==> src/rtl/bcd_alu_pkg.sv <==
package bcd_alu_pkg;
  typedef enum logic [3:0] {
    OP_ADD  = 4'd0,
    OP_SUB  = 4'd1,
    OP_AND  = 4'd2,
    OP_OR   = 4'd3,
    OP_XOR  = 4'd4,
    OP_BIT  = 4'd5,
    OP_CMP  = 4'd6,
    OP_SHL  = 4'd7,
    OP_SHR  = 4'd8,
    OP_ROL  = 4'd9,
    OP_ROR  = 4'd10,
    OP_LOAD = 4'd11
  } alu_op_e;

  typedef struct packed {
    logic n;
    logic v;
    logic spare;
    logic brk;
    logic dec;
    logic irq;
    logic z;
    logic c;
  } alu_flags_t;
endpackage

==> src/rtl/bcd_alu_addsub.sv <==
module bcd_alu_addsub #(
  parameter int DIGITS = 2,
  localparam int W = 4 * DIGITS
) (
  input  logic [W-1:0] a,
  input  logic [W-1:0] m,
  input  logic         cin,
  input  logic         dec,
  input  logic         sub,
  output logic [W-1:0] res,
  output logic         n,
  output logic         z,
  output logic         v,
  output logic         c
);
  localparam logic [W+1:0] BIAS = {2'b00, {DIGITS{4'h6}}};
  localparam logic [W+1:0] MASK = {2'b00, {DIGITS{4'h2}}};

  logic [W-1:0] m_eff;
  logic [W+1:0] bin_sum, probe, hits, fix, fin;

  always_comb begin
    m_eff = sub ? ~m : m;
    if (sub && dec) m_eff = m_eff - BIAS[W-1:0];
    bin_sum = {2'b00, a} + {2'b00, m_eff} + {{(W+1){1'b0}}, cin};
    v = bin_sum[W-1] ^ a[W-1] && bin_sum[W-1] ^ m_eff[W-1];
    n = bin_sum[W-1];
    z = (bin_sum[W-1:0] == '0);
    probe = (bin_sum + BIAS) ^ {2'b00, a} ^ {2'b00, m_eff};
    hits = (probe >> 3) & MASK;
    fix = dec ? (hits + (hits << 1)) : '0;
    fin = bin_sum + fix;
    c = |fin[W+1:W];
    res = fin[W-1:0];
  end

  always_comb begin
    if (!dec && !sub && c) begin
      p_carry_wrap_r2: assert (res <= a)
        else $error("binary carry out without wraparound");
    end
    if (!dec && v) begin
      p_ovf_sign_r2: assert (a[W-1] == m_eff[W-1] && n != a[W-1])
        else $error("overflow flagged without sign change");
    end
  end
endmodule

==> src/rtl/bcd_alu_logic.sv <==
module bcd_alu_logic
  import bcd_alu_pkg::*;
#(
  parameter int W = 8
) (
  input  alu_op_e      op,
  input  logic [W-1:0] a,
  input  logic [W-1:0] m,
  input  logic         cin,
  input  logic         vin,
  output logic [W-1:0] res,
  output logic         n,
  output logic         z,
  output logic         v,
  output logic         c
);
  logic [W:0] diff;

  always_comb begin
    diff = {1'b0, a} - {1'b0, m};
    res = a;
    c = cin;
    v = vin;
    unique case (op)
      OP_AND:  res = a & m;
      OP_OR:   res = a | m;
      OP_XOR:  res = a ^ m;
      OP_LOAD: res = m;
      default: res = a;
    endcase
    n = res[W-1];
    z = (res == '0);
    if (op == OP_CMP) begin
      n = diff[W-1];
      z = (diff[W-1:0] == '0);
      c = ~diff[W];
    end
    if (op == OP_BIT) begin
      n = m[W-1];
      v = m[W-2];
      z = ((a & m) == '0);
    end
  end

  always_comb begin
    if (op == OP_BIT || op == OP_CMP) begin
      p_keep_acc_r7: assert (res == a)
        else $error("test/compare altered the accumulator");
    end
    if (op == OP_CMP && m == '0) begin
      p_cmp_zero_r8: assert (c)
        else $error("compare against zero must set carry");
    end
  end
endmodule

==> src/rtl/bcd_alu_shift.sv <==
module bcd_alu_shift
  import bcd_alu_pkg::*;
#(
  parameter int W = 8
) (
  input  alu_op_e      op,
  input  logic [W-1:0] a,
  input  logic         cin,
  output logic [W-1:0] res,
  output logic         c
);
  logic fill;

  always_comb begin
    fill = (op == OP_ROL || op == OP_ROR) ? cin : 1'b0;
    if (op == OP_SHR || op == OP_ROR) begin
      res = {fill, a[W-1:1]};
      c = a[0];
    end else begin
      res = {a[W-2:0], fill};
      c = a[W-1];
    end
  end

  always_comb begin
    if (op == OP_SHR) begin
      p_lsr_msb_r9: assert (res[W-1] == 1'b0)
        else $error("logical right shift left a set top bit");
    end
    if (op == OP_ROR) begin
      p_ror_fill_r10: assert (res[W-1] == cin)
        else $error("rotate right did not feed carry into top bit");
    end
  end
endmodule

==> src/rtl/bcd_alu.sv <==
module bcd_alu
  import bcd_alu_pkg::*;
#(
  parameter int DIGITS = 2,
  localparam int W = 4 * DIGITS
) (
  input  logic [3:0]   op_sel,
  input  logic [W-1:0] acc_in,
  input  logic [W-1:0] mem_in,
  input  logic [7:0]   status_in,
  output logic [W-1:0] result_out,
  output logic [7:0]   status_out
);
  alu_op_e    op;
  alu_flags_t st_in, st_out;

  logic [W-1:0] as_res, lg_res, sh_res;
  logic as_n, as_z, as_v, as_c;
  logic lg_n, lg_z, lg_v, lg_c;
  logic sh_c;

  assign op    = alu_op_e'(op_sel);
  assign st_in = alu_flags_t'(status_in);

  bcd_alu_addsub #(.DIGITS(DIGITS)) u_addsub (
    .a(acc_in), .m(mem_in), .cin(st_in.c), .dec(st_in.dec),
    .sub(op == OP_SUB), .res(as_res), .n(as_n), .z(as_z), .v(as_v), .c(as_c)
  );

  bcd_alu_logic #(.W(W)) u_logic (
    .op(op), .a(acc_in), .m(mem_in), .cin(st_in.c), .vin(st_in.v),
    .res(lg_res), .n(lg_n), .z(lg_z), .v(lg_v), .c(lg_c)
  );

  bcd_alu_shift #(.W(W)) u_shift (
    .op(op), .a(acc_in), .cin(st_in.c), .res(sh_res), .c(sh_c)
  );

  always_comb begin
    st_out = st_in;
    result_out = acc_in;
    case (op)
      OP_ADD, OP_SUB: begin
        result_out = as_res;
        st_out.n = as_n; st_out.z = as_z; st_out.v = as_v; st_out.c = as_c;
      end
      OP_AND, OP_OR, OP_XOR, OP_BIT, OP_CMP, OP_LOAD: begin
        result_out = lg_res;
        st_out.n = lg_n; st_out.z = lg_z; st_out.v = lg_v; st_out.c = lg_c;
      end
      OP_SHL, OP_SHR, OP_ROL, OP_ROR: begin
        result_out = sh_res;
        st_out.n = sh_res[W-1];
        st_out.z = (sh_res == '0);
        st_out.c = sh_c;
      end
      default: ;
    endcase
  end

  assign status_out = st_out;

  always_comb begin
    p_ctrl_keep_r1: assert (status_out[5:2] == status_in[5:2])
      else $error("control bits of status disturbed");
    if (op_sel >= 4'd12) begin
      p_idle_r11: assert (result_out == acc_in && status_out == status_in)
        else $error("unused code changed state");
    end
  end
endmodule

==> config.mk <==
export PLATFORM = sky130hd
export DESIGN_NAME = bcd_alu
export DESIGN_NICKNAME = d
export VERILOG_FILES = /design/src/rtl/bcd_alu_pkg.sv /design/src/rtl/bcd_alu_addsub.sv /design/src/rtl/bcd_alu_logic.sv /design/src/rtl/bcd_alu_shift.sv /design/src/rtl/bcd_alu.sv
export SDC_FILE = /design/constraint.sdc
export NUM_CORES = 1
export LEC_CHECK = 0
export ABC_AREA = 1
export ABC_CLOCK_PERIOD_IN_PS = 6600
export BUFFER_PORTS_ARGS = -buffer_cell sky130_fd_sc_hd__buf_2
export CAP_MARGIN = 25
export CELL_PAD_IN_SITES_DETAIL_PLACEMENT = 1
export CELL_PAD_IN_SITES_GLOBAL_PLACEMENT = 2
export CORE_AREA = 5 5 116 118
export DETAILED_ROUTE_END_ITERATION = 16
export DIE_AREA = 0 0 121 123
export PLACE_DENSITY_LB_ADDON = 0.15
export SLEW_MARGIN = 10
export SYNTH_ARGS = -nofsm -noshare
export SYNTH_HDL_FRONTEND = slang
export SYNTH_HIERARCHICAL = 1
export SYNTH_SLANG_ARGS = --single-unit
==> constraint.sdc <==
create_clock -name vclk -period 6.6
set_input_delay 0.99 -clock vclk [all_inputs]
set_output_delay 0.99 -clock vclk [all_outputs]
set_load 0.01 [all_outputs]
==> results of run 1 <==
==> kinds of logic (layout without fill, tap and decap cells) <==
family	Yosys count	count (layout)
buf+inv	120	162
simple gates	330	330
compound gates	35	35
fa+ha+maj	38	38
xor+xnor	18	18
==> how the worst min path moves through the flow <==
stage | from | cells after the start | endpoint
finish | status_in[2] | 0 | status_out[2]
global route | status_in[2] | 0 | status_out[2]
CTS | status_in[2] | 0 | status_out[2]
detailed placement | status_in[2] | 0 | status_out[2]
global placement | status_in[2] | 0 | status_out[2]
floorplan | status_in[2] | 1 | status_out[2]
==> routing by layer <==
metal | global-route usage | vias to the layer above
met5 | 0 | -
met4 | 0.00921 | 0
met3 | 0.00366 | 4
met2 | 0.266 | 38
met1 | 0.223 | 1556
li1 | - | 1780
==> what timing repair did <==
| action | 4_1_cts | 5_1_grt |
|---|---|---|
| buffers inserted | 0 | 7 |
| endpoints found under the setup margin | 0 | 3 |
| hold endpoints to repair | 0 | 0 |
| hold buffers | 0 | 0 |
| gates resized for setup | 0 | 17 |
==> cell usage after synthesis, types with 5 or more instances <==
master	count	area, um^2
nor3_1	5	25.0
nand2_4	7	78.8
inv_1	102	383
xor2_1	12	105
nor2_1	39	146
inv_2	6	22.5
xnor2_1	6	52.6
nand2_1	147	552
buf_4	7	52.6
nand4_1	15	93.8
a21oi_1	13	65.1
nand3_2	5	50.1
o21ai_0	14	70.1
nand3_1	68	340
nand2_2	16	100
nor2_2	10	62.6
ha_1	34	425
==> layout make-up <==
type	count	area, um^2
fillers	1653	8870
multi-input cells	421	2560
inverters	109	409
repair buffers	53	304
well taps	172	215
==> through the flow <==
stage                     area (um^2)  setup WS [ns]  hold WS [ns]
final                            3490          0.292          1.98
after global routing             3490        -0.0447          1.98
after CTS                        3360         0.0306          1.98
after detailed placement         3360         0.0381          1.98
after global placement           3360          0.231          1.98
after floorplan                  3000          0.649          2.07
==> power breakdown <==
part           internal [mW]  leakage, nW  switching, mW  total [mW]
Combinational          0.126         1.97          0.230       0.357
Clock                      0            0              0           0
Sequential                 0            0              0           0
==> out/summary.txt, run 1 <==
Overflow after GRT - 0
worst setup path end - result_out[7]
library cells used by synthesis - 36
Total GRT Usage - 0.153
XOR/XNOR share of the synthesized area - 0.0525
Final Cycle Share - 0.956
most common cell after layout, fill and taps aside - nand2_1
Critical Path Fanout Max - 5
Layout Utilization - 0.282
status - completed
Seq cells - 0
Pwr Total - 357 uW
Vias/cell - 4.47
Mapped Cells - 541
first-pass GRT wire length - 18.5 mm
Initial Utilization - 0.243
Top Layer Used - met4
post-layout min period - 6.31 ns
Top Ports - 44
worst setup path start - op_sel[2]
ANT cells - 0
CP Launch Type - input pin
crit-path max cell delay - 0.43 ns
Placed Instances - 747
Post-Route M1 WL - 6.04 mm
final setup fails - 0
layout cells sized above 1 - 0.204
initial antenna violation count - 0
yosys warns - 6
# clk buffers - 0
register area - 0 um^2
PortBufs - 38
Post-Synth Adder-Cell Area - 0.168
largest net degree at the start of global routing - 16
CP required - 5.61 ns
DR WL/cell - 15.3 um
metal2 WL - 5.24 mm
Mapped Avg Cell Area - 5.55 um^2
vias in the first global route - 3,376
Die H - 123 um
Worst path slowest cell - fa_1
Final nets - 651
post-synthesis cell area - 3000 um^2
post-synthesis sequential area ratio - 0
final cell count without fillers - 755
Hold Vio Cnt, Final - 0
Worst Path Arrival - 5.32 ns
Fmax - 159 MHz
most used cell, CP - nand2_1
Routability Congestion - 0.771
ANT nets after route - 0
static leakage - 1.97 nW
met3 WL - 171 um
post-synthesis mux area share - 0
Hold Path Class - in -> out
PwrDens - 102 nW/um^2
vias - 3,378
final wirelength - 11.5 mm
Die Wd - 121 um
std cell rows - 41
core area - 12,400 um^2
setup_tns - 0 ns
max-slew violations - 0
DRT Pass-1 Iters - 4
critical path class - in -> out
Die ar. - 14,900 um^2
Mapped Nets - 607
dpl hpwl - 9.75 mm
initial drt markers - 145
WP buf/inv - 7
Max transition margin - 0.509
largest family of logic cells by synthesized area - simple AND/OR/NAND/NOR gates
Synth Area in Simple Gates - 0.545
total stage count of the critical path - 31
most frequent cells in the layout - 146 x nand2_1, 102 x inv_1, 68 x nand3_1
worst vdd ir - 0.0223 mV
Worst setup EP type - output pin
DRC Markers - 0
delay-heaviest family, CP - simple AND/OR/NAND/NOR gates
Max-Cap Viols - 0
Least-Margin Pin Slew - 0.736 ns
Syn-to-layout area delta - 16.3%
compound-gate portion of the synthesized area - 0.0638
Note: power is estimated with default switching activity, not from simulation.
==> inputs of run 2 (changes only) <==
--- a/config.mk
+++ b/config.mk
@@ -11,9 +11,9 @@
 export CAP_MARGIN = 25
 export CELL_PAD_IN_SITES_DETAIL_PLACEMENT = 1
 export CELL_PAD_IN_SITES_GLOBAL_PLACEMENT = 2
-export CORE_AREA = 5 5 116 118
+export CORE_AREA = 2 2 93 140
 export DETAILED_ROUTE_END_ITERATION = 16
-export DIE_AREA = 0 0 121 123
+export DIE_AREA = 0 0 95 142
 export PLACE_DENSITY_LB_ADDON = 0.15
 export SLEW_MARGIN = 10
 export SYNTH_ARGS = -nofsm -noshare
==> run 2 against run 1 <==
Net effect: largest cell class unchanged; utilization decreased by 0.47 points; largest power group unchanged; critical path type unchanged; critical endpoint unchanged; global-route usage increased by 2.1 points; die area decreased by 9.4%; worst hold slack unchanged; non-clock buffer count decreased by 4.
==> out/summary.txt, run 2 (synthesized netlist as in run 1, its figures left out) <==
Max transition margin - 0.533
std cell rows - 50
CP Launch Type - input pin
Top Ports - 44
critical path class - in -> out
initial drt markers - 96
core area - 12,300 um^2
static leakage - 1.95 nW
Die Wd - 95 um
Worst Path Arrival - 5.14 ns
Die ar. - 13,500 um^2
Initial Utilization - 0.244
Critical Path Fanout Max - 6
CP required - 5.61 ns
Layout Utilization - 0.278
most common cell after layout, fill and taps aside - nand2_1
Overflow after GRT - 0
final wirelength - 11.7 mm
Die H - 142 um
setup_tns - 0 ns
Seq cells - 0
most frequent cells in the layout - 147 x nand2_1, 101 x inv_1, 68 x nand3_1
ANT nets after route - 0
first-pass GRT wire length - 18.5 mm
hold wc startpoint - status_in[4]
Pwr Total - 348 uW
hold_buf cts - 0
register area - 0 um^2
Total GRT Usage - 0.175
largest net degree at the start of global routing - 16
crit-path max cell delay - 0.43 ns
DRC Markers - 0
status - completed
Least-Margin Pin Slew - 0.700 ns
Vias/cell - 4.74
vias - 3,483
post-layout min period - 6.13 ns
PwrDens - 102 nW/um^2
Worst setup EP type - output pin
Max-Cap Viols - 0
PortBufs - 38
Hold Vio Cnt, Final - 0
dpl hpwl - 10.2 mm
layout cells sized above 1 - 0.190
Worst Hold Endpoint - status_out[4]
most used cell, CP - nand2_1
DRT Pass-1 Iters - 4
Hold WS - 1.98 ns
Worst path slowest cell - fa_1
worst vdd ir - 0.0458 mV
DR WL/cell - 15.9 um
final setup fails - 0
max-slew violations - 0
initial antenna violation count - 0
hold depth - 0
vias in the first global route - 3,641
Final Cycle Share - 0.929
Hold Path Class - in -> out
ANT cells - 0
Final Worst Setup Slack - 0.470 ns
Fmax - 163 MHz
Routability Congestion - 0.803
post-place setup slack - -0.00763 ns
Syn-to-layout area delta - 14.0%
# clk buffers - 0
Final nets - 647
==> run 2: worst max-delay path by stage <==
| stage | startpoint | end | depth (start not counted) |
|---|---|---|---|
| finish | op_sel[2] | result_out[7] | 30 |
| global placement | op_sel[2] | result_out[7] | 33 |
| CTS | op_sel[2] | result_out[7] | 35 |
| detailed placement | op_sel[2] | result_out[7] | 35 |
| floorplan | op_sel[2] | result_out[7] | 25 |
| global route | op_sel[2] | result_out[7] | 34 |
==> run 2: cell type report <==
type                            count  area, um^2
Fill cell                        1653        8900
Inverter                          109         409
Multi-Input combinational cell    421        2550
Tap cell                          156         195
Timing Repair Buffer               49         273
==> run 2: layer usage <==
metal  GRT usage  routed length [um]  up-vias
li1            -                   -     1772
met5           0                   0        -
met3     0.00477                 157       12
met1       0.195                4770     1661
met2       0.359                6530       38
met4      0.0275                 208        0
==> run 2: power breakdown <==
part | switching (mW) | internal (mW)
logic | 0.227 | 0.121
clock network | 0 | 0
registers | 0 | 0
==> run 2: metrics by stage <==
| stage | std cells | area [um^2] |
|---|---|---|
| after floorplan | 541 | 3000 |
| after global placement | 732 | 3350 |
| after detailed placement | 732 | 3350 |
| after CTS | 732 | 3350 |
| after global routing | 735 | 3420 |
| final | 735 | 3420 |
==> run 2: worst max-delay path: cells and delay by family <==
family	cells	cell delay (ns)
xor+xnor	2	0.20
fa+ha+maj	4	1.41
compound gates	1	0.09
simple gates	16	1.66
buf+inv	7	0.78
==> run 2: timing repair <==
action | CTS | global route
buffers inserted | 0 | 3
resized for setup | 1 | 10
pin swaps | 0 | 1
endpoints found under the setup margin | 2 | 3
